### config.mk
export PLATFORM = sky130hd
export DESIGN_NAME = burst_bias_ctrl
export DESIGN_NICKNAME = d
export VERILOG_FILES = /design/src/rtl/bbpc_pkg.sv /design/src/rtl/bbpc_burst_qual.sv /design/src/rtl/bbpc_bias_lut.sv /design/src/rtl/bbpc_integrator.sv /design/src/rtl/burst_bias_ctrl.sv
export SDC_FILE = /design/constraint.sdc
export NUM_CORES = 1
export LEC_CHECK = 0
export ABC_CLOCK_PERIOD_IN_PS = 2700
export CAP_MARGIN = 20
export CORE_UTILIZATION = 25
export DETAILED_ROUTE_END_ITERATION = 8
export PLACE_DENSITY = 0.44
export REMOVE_ABC_BUFFERS = 1
export SLEW_MARGIN = 20
export SYNTH_ARGS = -nofsm -noshare
export SYNTH_HDL_FRONTEND = slang
export SYNTH_SLANG_ARGS = --single-unit
### constraint.sdc
create_clock -name clk -period 2.7 [get_ports clk]
set_clock_uncertainty 0.2 [all_clocks]
set_input_delay 0.54 -clock clk [delete_from_list [all_inputs] [get_ports clk]]
set_output_delay 0.54 -clock clk [all_outputs]
set_load 0.005 [all_outputs]
### src/rtl/bbpc_pkg.sv
package bbpc_pkg;

  typedef enum logic [1:0] {
    MODE_AUTO   = 2'd0,
    MODE_OPEN   = 2'd1,
    MODE_CLOSED = 2'd2
  } bias_mode_e;

  // open loop has priority over forced closed loop
  function automatic bias_mode_e pick_mode(input logic open_i, input logic closed_i);
    if (open_i)   return MODE_OPEN;
    if (closed_i) return MODE_CLOSED;
    return MODE_AUTO;
  endfunction

endpackage

### src/rtl/bbpc_burst_qual.sv
module bbpc_burst_qual #(
  parameter int SR_W      = 4,
  parameter int TICK_UNIT = 16,
  parameter int RUN_LIMIT = 32,
  parameter int RUN_W     = $clog2(RUN_LIMIT + 1)
) (
  input  logic             clk,
  input  logic             rst,
  input  logic             burst_on,
  input  logic [SR_W-1:0]  sample_rate,
  output logic             tick,
  output logic [RUN_W-1:0] short_run
);

  localparam int PER_W = $clog2(TICK_UNIT * (1 << SR_W));

  logic [PER_W-1:0] cnt;
  logic [PER_W-1:0] per_m1;
  logic             burst_q;
  logic             had_tick;
  logic             burst_end;

  always_comb begin
    per_m1 = PER_W'((int'(sample_rate) + 1) * TICK_UNIT - 1);
  end

  assign tick      = burst_on && (cnt == per_m1);
  assign burst_end = burst_q && !burst_on;

  always_ff @(posedge clk) begin
    if (rst) begin
      cnt       <= '0;
      had_tick  <= 1'b0;
      burst_q   <= 1'b0;
      short_run <= '0;
    end else begin
      burst_q <= burst_on;
      if (burst_on) begin
        if (tick) begin
          cnt      <= '0;
          had_tick <= 1'b1;
        end else begin
          cnt <= cnt + 1'b1;
        end
      end else begin
        cnt      <= '0;
        had_tick <= 1'b0;
      end
      if (tick) begin
        short_run <= '0;
      end else if (burst_end && !had_tick && (short_run != RUN_W'(RUN_LIMIT))) begin
        short_run <= short_run + 1'b1;
      end
    end
  end

endmodule

### src/rtl/bbpc_bias_lut.sv
module bbpc_bias_lut #(
  parameter int TEMP_W    = 8,
  parameter int LUT_W     = 8,
  parameter int DEPTH     = 72,
  parameter int TEMP_BASE = -40,
  parameter int STEP_LOG2 = 1,
  parameter int AW        = $clog2(DEPTH)
) (
  input  logic                     clk,
  input  logic                     rst,
  input  logic signed [TEMP_W-1:0] temp_c,
  input  logic                     wr_en,
  input  logic [AW-1:0]            wr_addr,
  input  logic [LUT_W-1:0]         wr_data,
  output logic [AW-1:0]            rd_addr,
  output logic [LUT_W-1:0]         rd_data
);

  logic [LUT_W-1:0] mem [DEPTH];
  int               off_c;
  int               slot_c;
  logic [AW-1:0]    idx_c;

  always_comb begin
    off_c  = int'(temp_c) - TEMP_BASE;
    slot_c = off_c >>> STEP_LOG2;
    if (off_c < 0)              idx_c = '0;
    else if (slot_c > DEPTH - 1) idx_c = AW'(DEPTH - 1);
    else                         idx_c = AW'(slot_c);
  end

  always_ff @(posedge clk) begin
    if (rst) rd_addr <= '0;
    else     rd_addr <= idx_c;
  end

  // plain write / registered read so block RAM can be inferred
  always_ff @(posedge clk) begin
    if (wr_en && (int'(wr_addr) < DEPTH)) mem[wr_addr] <= wr_data;
    rd_data <= mem[rd_addr];
  end

endmodule

### src/rtl/bbpc_integrator.sv
module bbpc_integrator #(
  parameter int DAC_W = 10
) (
  input  logic             clk,
  input  logic             rst,
  input  logic             en,
  input  logic             tick,
  input  logic             fb_below,
  input  logic [DAC_W-1:0] seed_code,
  output logic [DAC_W-1:0] code,
  output logic             seed_pend
);

  localparam logic [DAC_W-1:0] CODE_MAX = '1;

  always_ff @(posedge clk) begin
    if (rst) begin
      code      <= '0;
      seed_pend <= 1'b1;
    end else if (!en) begin
      code      <= seed_code;
      seed_pend <= 1'b1;
    end else if (tick) begin
      if (seed_pend) begin
        code      <= seed_code;
        seed_pend <= 1'b0;
      end else if (fb_below) begin
        if (code != CODE_MAX) code <= code + 1'b1;
      end else begin
        if (code != '0) code <= code - 1'b1;
      end
    end
  end

endmodule

### src/rtl/burst_bias_ctrl.sv
module burst_bias_ctrl #(
  parameter int DAC_W     = 10,
  parameter int LUT_W     = 8,
  parameter int LUT_DEPTH = 72,
  parameter int TEMP_W    = 8,
  parameter int TEMP_BASE = -40,
  parameter int STEP_LOG2 = 1,
  parameter int SR_W      = 4,
  parameter int TICK_UNIT = 16,
  parameter int RUN_LIMIT = 32
) (
  input  logic                     clk,
  input  logic                     rst,
  input  logic                     burst_on,
  input  logic [SR_W-1:0]          sample_rate,
  input  logic                     fb_below,
  input  logic signed [TEMP_W-1:0] temp_c,
  input  logic                     mode_open,
  input  logic                     mode_closed,
  input  logic                     fs_half,
  input  logic                     lut_wr_en,
  input  logic [$clog2(LUT_DEPTH)-1:0] lut_wr_addr,
  input  logic [LUT_W-1:0]         lut_wr_data,
  output logic [DAC_W-1:0]         dac_code,
  output logic                     integ_en,
  output logic [$clog2(LUT_DEPTH)-1:0] lut_addr
);

  import bbpc_pkg::*;

  localparam int AW    = $clog2(LUT_DEPTH);
  localparam int RUN_W = $clog2(RUN_LIMIT + 1);
  localparam int PAD   = DAC_W - LUT_W;

  logic             tick;
  logic [RUN_W-1:0] short_run;
  logic [LUT_W-1:0] lut_data;
  logic [DAC_W-1:0] seed_full;
  logic [DAC_W-1:0] seed_code;
  logic             seed_pend;
  logic             en_next;
  bias_mode_e       mode_c;

  bbpc_burst_qual #(
    .SR_W(SR_W), .TICK_UNIT(TICK_UNIT), .RUN_LIMIT(RUN_LIMIT), .RUN_W(RUN_W)
  ) u_qual (
    .clk(clk), .rst(rst), .burst_on(burst_on), .sample_rate(sample_rate),
    .tick(tick), .short_run(short_run)
  );

  bbpc_bias_lut #(
    .TEMP_W(TEMP_W), .LUT_W(LUT_W), .DEPTH(LUT_DEPTH),
    .TEMP_BASE(TEMP_BASE), .STEP_LOG2(STEP_LOG2), .AW(AW)
  ) u_lut (
    .clk(clk), .rst(rst), .temp_c(temp_c),
    .wr_en(lut_wr_en), .wr_addr(lut_wr_addr), .wr_data(lut_wr_data),
    .rd_addr(lut_addr), .rd_data(lut_data)
  );

  // table value placed with its MSB on DAC MSB, or one bit lower
  assign seed_full = {lut_data, {PAD{1'b0}}};
  assign seed_code = fs_half ? (seed_full >> 1) : seed_full;

  always_comb begin
    mode_c = pick_mode(mode_open, mode_closed);
    unique case (mode_c)
      MODE_OPEN:   en_next = 1'b0;
      MODE_CLOSED: en_next = 1'b1;
      default:     en_next = (short_run < RUN_W'(RUN_LIMIT));
    endcase
  end

  always_ff @(posedge clk) begin
    if (rst) integ_en <= 1'b0;
    else     integ_en <= en_next;
  end

  bbpc_integrator #(
    .DAC_W(DAC_W)
  ) u_integ (
    .clk(clk), .rst(rst), .en(integ_en), .tick(tick), .fb_below(fb_below),
    .seed_code(seed_code), .code(dac_code), .seed_pend(seed_pend)
  );

endmodule

# Yosys cells after proc, flatten, opt, wreduce, memory -nomap -nowiden
# Memories as Yosys holds them, arrays and structs flattened. A register that Yosys moved wholly into a read port is not among the register bits.
# Index checks and enable logic that the tools add are counted.
[word_totals]
ff_bits = 35
in_bits = 35
out_inout_bits = 18
elab_cells = 64
memories = 1
mem_bits_rw = 576
[classes]
bitwise = 2
reduce_logical = 15
eq_ne = 8
order_cmp = 4
mux = 18
add_sub_neg = 7
[memory_table]
columns = ["memory", "words", "width", "read_ports", "rd_ports_with_merged_regs", "write_ports", "line", "text"]
rows = [
  ["u_lut.mem", 72, 8, 1, 1, 1, "bbpc_bias_lut.sv:19", "logic [LUT_W-1:0] mem [DEPTH];"],
]
[ops]
columns = ["cell", "count"]
rows = [
  ["10-bit two-way mux", 7],
  ["10-bit by 1-bit adder with 10-bit output (second input constant)", 1],
  ["10-bit inequality test (second input constant)", 1],
  ["10-bit nonzero test", 1],
  ["10-bit by 1-bit subtractor with 10-bit output (second input constant)", 1],
  ["9-bit by 1-bit < comparator with 1-bit output (second input constant)", 1],
  ["8-bit by 7-bit subtractor with 9-bit output (second input constant)", 1],
  ["8-bit by 1-bit adder with 8-bit output (second input constant)", 1],
  ["8-bit == test", 1],
  ["8-bit > comparator (second input constant)", 1],
  ["2-bit two-way mux", 4],
  ["4-bit by 2-bit inequality test with 1-bit output (second input constant)", 2],
  ["2-bit OR reduction", 4],
  ["8-bit by 2-bit subtractor with 8-bit output (second input constant)", 1],
  ["7-bit < comparator (second input constant)", 1],
  ["7-bit two-way mux", 1],
  ["6-bit by 1-bit adder with 6-bit output (second input constant)", 1],
  ["6-bit < comparator (second input constant)", 1],
  ["6-bit inequality test (second input constant)", 1],
  ["3-bit OR reduction", 2],
  ["1-bit logical AND", 5],
  ["1-bit two-way mux", 5],
  ["4-bit by 1-bit adder with 4-bit output (second input constant)", 1],
  ["3-bit AND reduction", 1],
  ["other kinds (6)", 8],
]

# Depth between registers and ports, before layout
[logic_depth]
depth_word = 6
mapped_depth = 9
depth_no_buf = 8

# Modules after synthesis
# A second synthesis with hierarchy kept.
[hier_totals]
hier_cells = 1290
area_unflattened_um2 = 24970.2
[by_module_without_submodules]
columns = ["mod", "seq_area_each_um2", "n_inst", "area_each_um2", "cells_per_inst"]
rows = [
  ["bbpc_bias_lut", 17596.9, 1, 22929.5, 1067],
  ["bbpc_integrator", 220.2, 1, 953.4, 122],
  ["bbpc_burst_qual", 320.3, 1, 919.6, 87],
  ["burst_bias_ctrl", 20.0, 1, 167.7, 14],
]

# Least setup slack after synthesis
# OpenSTA, ideal clock, no wires.
[synth_timing]
kind = "input -> register"
start = "in fb_below"
end = "reg u_integ.code[7]"
path_stages = 8
path_buffers = 0
setup_time_ns = 0.071
arrival_time_ns = 2.199
required_ns = 2.429
path_slack_ns = 0.230
path_cell_list = "inv_1 > ha_1 > o211a_1 > a211oi_1 > a21oi_1 > xnor2_1 > a221o_1 > a21oi_1"
[synth_via]
elab_chain_cells = 4
word_cells_on_any_way = 7
classes_between = "eq/ne (2); mux (4); reduce/logical (1)"
[synth_rtl]
columns = ["element", "line", "text"]
rows = [
  ["from (decl)", "burst_bias_ctrl.sv:16", "input logic fb_below,"],
  ["10-bit two-way mux", "bbpc_integrator.sv:27", "end else if (fb_below) begin"],
  ["10-bit two-way mux", "bbpc_integrator.sv:24", "if (seed_pend) begin"],
  ["10-bit two-way mux", "bbpc_integrator.sv:23", "end else if (tick) begin"],
  ["10-bit two-way mux", "bbpc_integrator.sv:20", "end else if (!en) begin"],
  ["to (signal assigned)", "bbpc_integrator.sv:21", "code <= seed_code;"],
  ["to (signal assigned)", "bbpc_integrator.sv:25", "code <= seed_code;"],
  ["to (signal assigned)", "bbpc_integrator.sv:28", "if (code != CODE_MAX) code <= code + 1'b1;"],
  ["to (decl)", "bbpc_integrator.sv:10", "output logic [DAC_W-1:0] code,"],
]
# Several ways; a longest one is shown, not always the timed one. The select of a mux whose other input is x is not followed.
# A chain may end at the register's enable or synchronous reset.

==> results.cfg <==
[outcome]
outcome = complete, no violations

[cts]
cts_buffers = 68
path_clk_slew_ps = 60
cts_tree = built
cts_sinks = 619
cts_max_level = 3
clkLatencyLatePin_ps = 630
clockRootBuffer = clkbuf_16
clk_path_buf_depth = 3
holdBufCountCts = 0

[floorplanning]
die_w_um = 316
rows = 114
die_area_um2 = 100000
initial_core_util = 0.254
die_y_um = 316
core_area_um2 = 97300
pin_count = 53

[pwr]
powerDensity_nw_per_um2 = 687
vdd_drop_max_v = 0.000461
p_leak_nw = 9.92
p_seq_frac = 0.501
pwr-share-clk = 0.423
power_frac_comb = 0.076
p_sw_frac = 0.224
p_sw_mw = 4.75
p_int_mw = 16.4

[critical_path]
critPathArrivalTime_ps = 2940
slowest_delay_ps = 550
worstSetupEndpointType = register
timing.rr.start = u_lut.rd_addr[0]
cp-startpoint = u_lut.rd_addr[0]
crit_fanout = 7
path_delay_family = multiplexers
path_buf_inv = 3
path_cells = buf_4, buf_12, mux4_2, mux4_2, o211ai_1, buf_4, nand3_2
cp.required_ps = 2950
crit_path_start_kind = register
slowest_stage = mux4_2
path_class = reg -> reg

[routing]
route.detailed.drc = 0
detail-route-antenna-nets = 0
vias = 12800
dr.pass1.iters = 4
wl_per_cell_um = 22.0
viasPerCell = 4.44
wirelength_um = 63400
dr.first_iter.drc_count = 889

[sta]
setup_violations = 0
fmax_mhz = 371
rsz0062_at_grt = true
max_slew_margin = 0.618
worst_pin_slew_ps = 573
slew_violations = 0
finalCritPeriodShare = 0.997
period_needed_ps = 2690
hold_viol = 0
setup_tns_ps = 0

[layout]
area_growth_pct = 24.8
drive_above_1_share = 0.314
fill_cells = 9500
fin_nets = 1603
finalInstanceArea_um2 = 30800

[synthesis]
netlist_area_um2 = 24700
syn_inst = 1259
synth_compound_area_frac = 0.0261
synth-edff-count = 576
muxShareOfSynthArea = 0.165
syn_avg_cell_area_um2 = 19.6
synthFlopType = edfxtp_1
synth.distinct_cells = 51
yosysTopAreaCell = edfxtp_1
yosysSeqAreaShare = 0.735
synth_top_family_by_area = multiplexers
synthArstFlopShare = 0
yosys.area_share.xor_xnor = 0.00886
yosysWarningCount = 0
synthSimpleGateAreaFrac = 0.0425
synthTopCellsByArea = edfxtp_1 (70%), mux4_2 (12%), dfxtp_1 (3.5%)
ys_seq_elements = 619
synth_top_area_frac = 0.700
synth_fa_ha_area_frac = 0.00790

[placement]
placed_area_um2 = 28500
hpwlAfterDp_um = 38600
io_buffers = 51
finalWeightedCongestion = 0.767

[hold_path]
hold_start = lut_wr_data[0]
hold_path.class = in -> reg

[grt]
gr-total-overflow = 0
grtUsageTotal = 0.127
grt_max_degree = 73
grt_pass1_wl_um = 92300
antenna_found_initial = 0
grt_pass1_vias = 13200

[flow_run]
drv_cap = 0
-- Yosys cell counts, drive strengths merged, types with 3 or more instances --
cell,number
mux2i,43
mux4,153
a211oi,10
nor2,104
mux2,13
nor3,7
a22oi,9
dfxtp,43
buf,39
nor2b,16
o211ai,15
clkbuf,15
nand2,42
o21a,5
o21ai,10
o22ai,6
nand3b,6
ha,14
a31oi,4
nand3,23
nor4,3
edfxtp,576
xnor2,11
a21oi,23
nand4,7
and3,5
nand2b,5
inv,15
xor2,14
a211o,5
-- state kept, by name, indices dropped and copies added (netlist names) --
signal             cells
u_lut.mem            576
u_integ.code          10
u_lut.rd_data          8
u_qual.cnt             8
u_lut.rd_addr          7
u_qual.short_run       6
integ_en               1
u_integ.seed_pend      1
u_qual.burst_q         1
u_qual.had_tick        1
-- power by group through the flow --
stage	clock [mW]	combinational, mW	sequential, mW
floorplan	0	0.729	10.9
global placement	0	1.55	10.8
detailed placement	0	1.56	10.8
CTS	9.21	1.60	10.6
global route	9.58	1.73	10.6
finish	8.96	1.61	10.6
-- layout by cell type, fill, tap and decap left out, types with 16 or more instances in the layout --
master / instances
buf_4: 184
edfxtp_1: 576
nand3_1: 19
clkdlybuf4s50_1: 43
buf_12: 32
mux2i_1: 40
nand2_1: 42
clkbuf_16: 69
nor2b_1: 16
a21oi_1: 22
mux4_2: 143
dfxtp_1: 40
nor2_1: 104
-- stage by stage --
| step | setup slack (ps) | hold WS (ps) | instances | power, mW | util |
|---|---|---|---|---|---|
| 2_1_floorplan | -4040 | 213 | 1205 | 11.6 | - |
| 3_3_place_gp | -415 | 226 | 2742 | 12.4 | 0.292 |
| 3_5_place_dp | -426 | 239 | 2742 | 12.4 | 0.292 |
| 4_1_cts | -39.8 | 227 | 2867 | 21.4 | 0.315 |
| 5_1_grt | -46.7 | 203 | 2878 | 21.9 | 0.317 |
| 6_report | 7.42 | 208 | 2879 | 21.2 | 0.317 |
-- final cells by class --
cell class	count	area (um^2)	area share
sequential	619	18200	0.589
inverter	15	56.3	0.00183
clock inverter	36	357	0.0116
clock buffer	83	1780	0.0577
tap	1276	1600	0.0518
multi-input combinational	571	6220	0.202
timing repair buffer	278	2660	0.0862
antenna	1	2.50	0.0000811
-- final timing paths --
path                                          to  slack (ps)  cells after the start
worst max-delay path            u_lut.rd_data[6]           7                      7
worst min-delay path            u_lut.mem[40][0]         210                      2
worst max register to register  u_lut.rd_data[6]           7                      7
worst min register to register     u_qual.cnt[0]         250                      1
-- worst reg2reg max path, stage by stage, from the launching register on --
cell      delay (ps)
dfxtp_4          440
buf_4            160
buf_12           130
mux4_2           550
mux4_2           540
o211ai_1         220
buf_4            180
nand3_2          100
-- repair_timing --
| item | 4_1_cts | 5_1_grt |
|---|---|---|
| hold endpoints to repair | 0 | 0 |
| pin swaps | 2 | 4 |
| gates resized for setup | 6 | 26 |
| setup endpoints to repair | 9 | 8 |
| cloned | 1 | 0 |
| setup buffers | 5 | 11 |
-- routing by layer --
layer | vias up | global-route usage | part of all wire
met2 | 237 | 0.199 | 0.46
li1 | 5744 | - | -
met5 | - | 0 | 0
met3 | 75 | 0.0229 | 0.038
met4 | 0 | 0.0293 | 0.016
met1 | 6714 | 0.184 | 0.48
-- cell families (layout without fill, tap and decap cells) --
family	after synthesis	count (layout)
compound gates	95	95
xor+xnor	25	25
fa+ha+maj	15	15
buf+inv	69	412
flops	619	619
mux	209	209
other cells	0	1
simple gates	227	227
No activity file was read; power rests on OpenSTA's default activity.
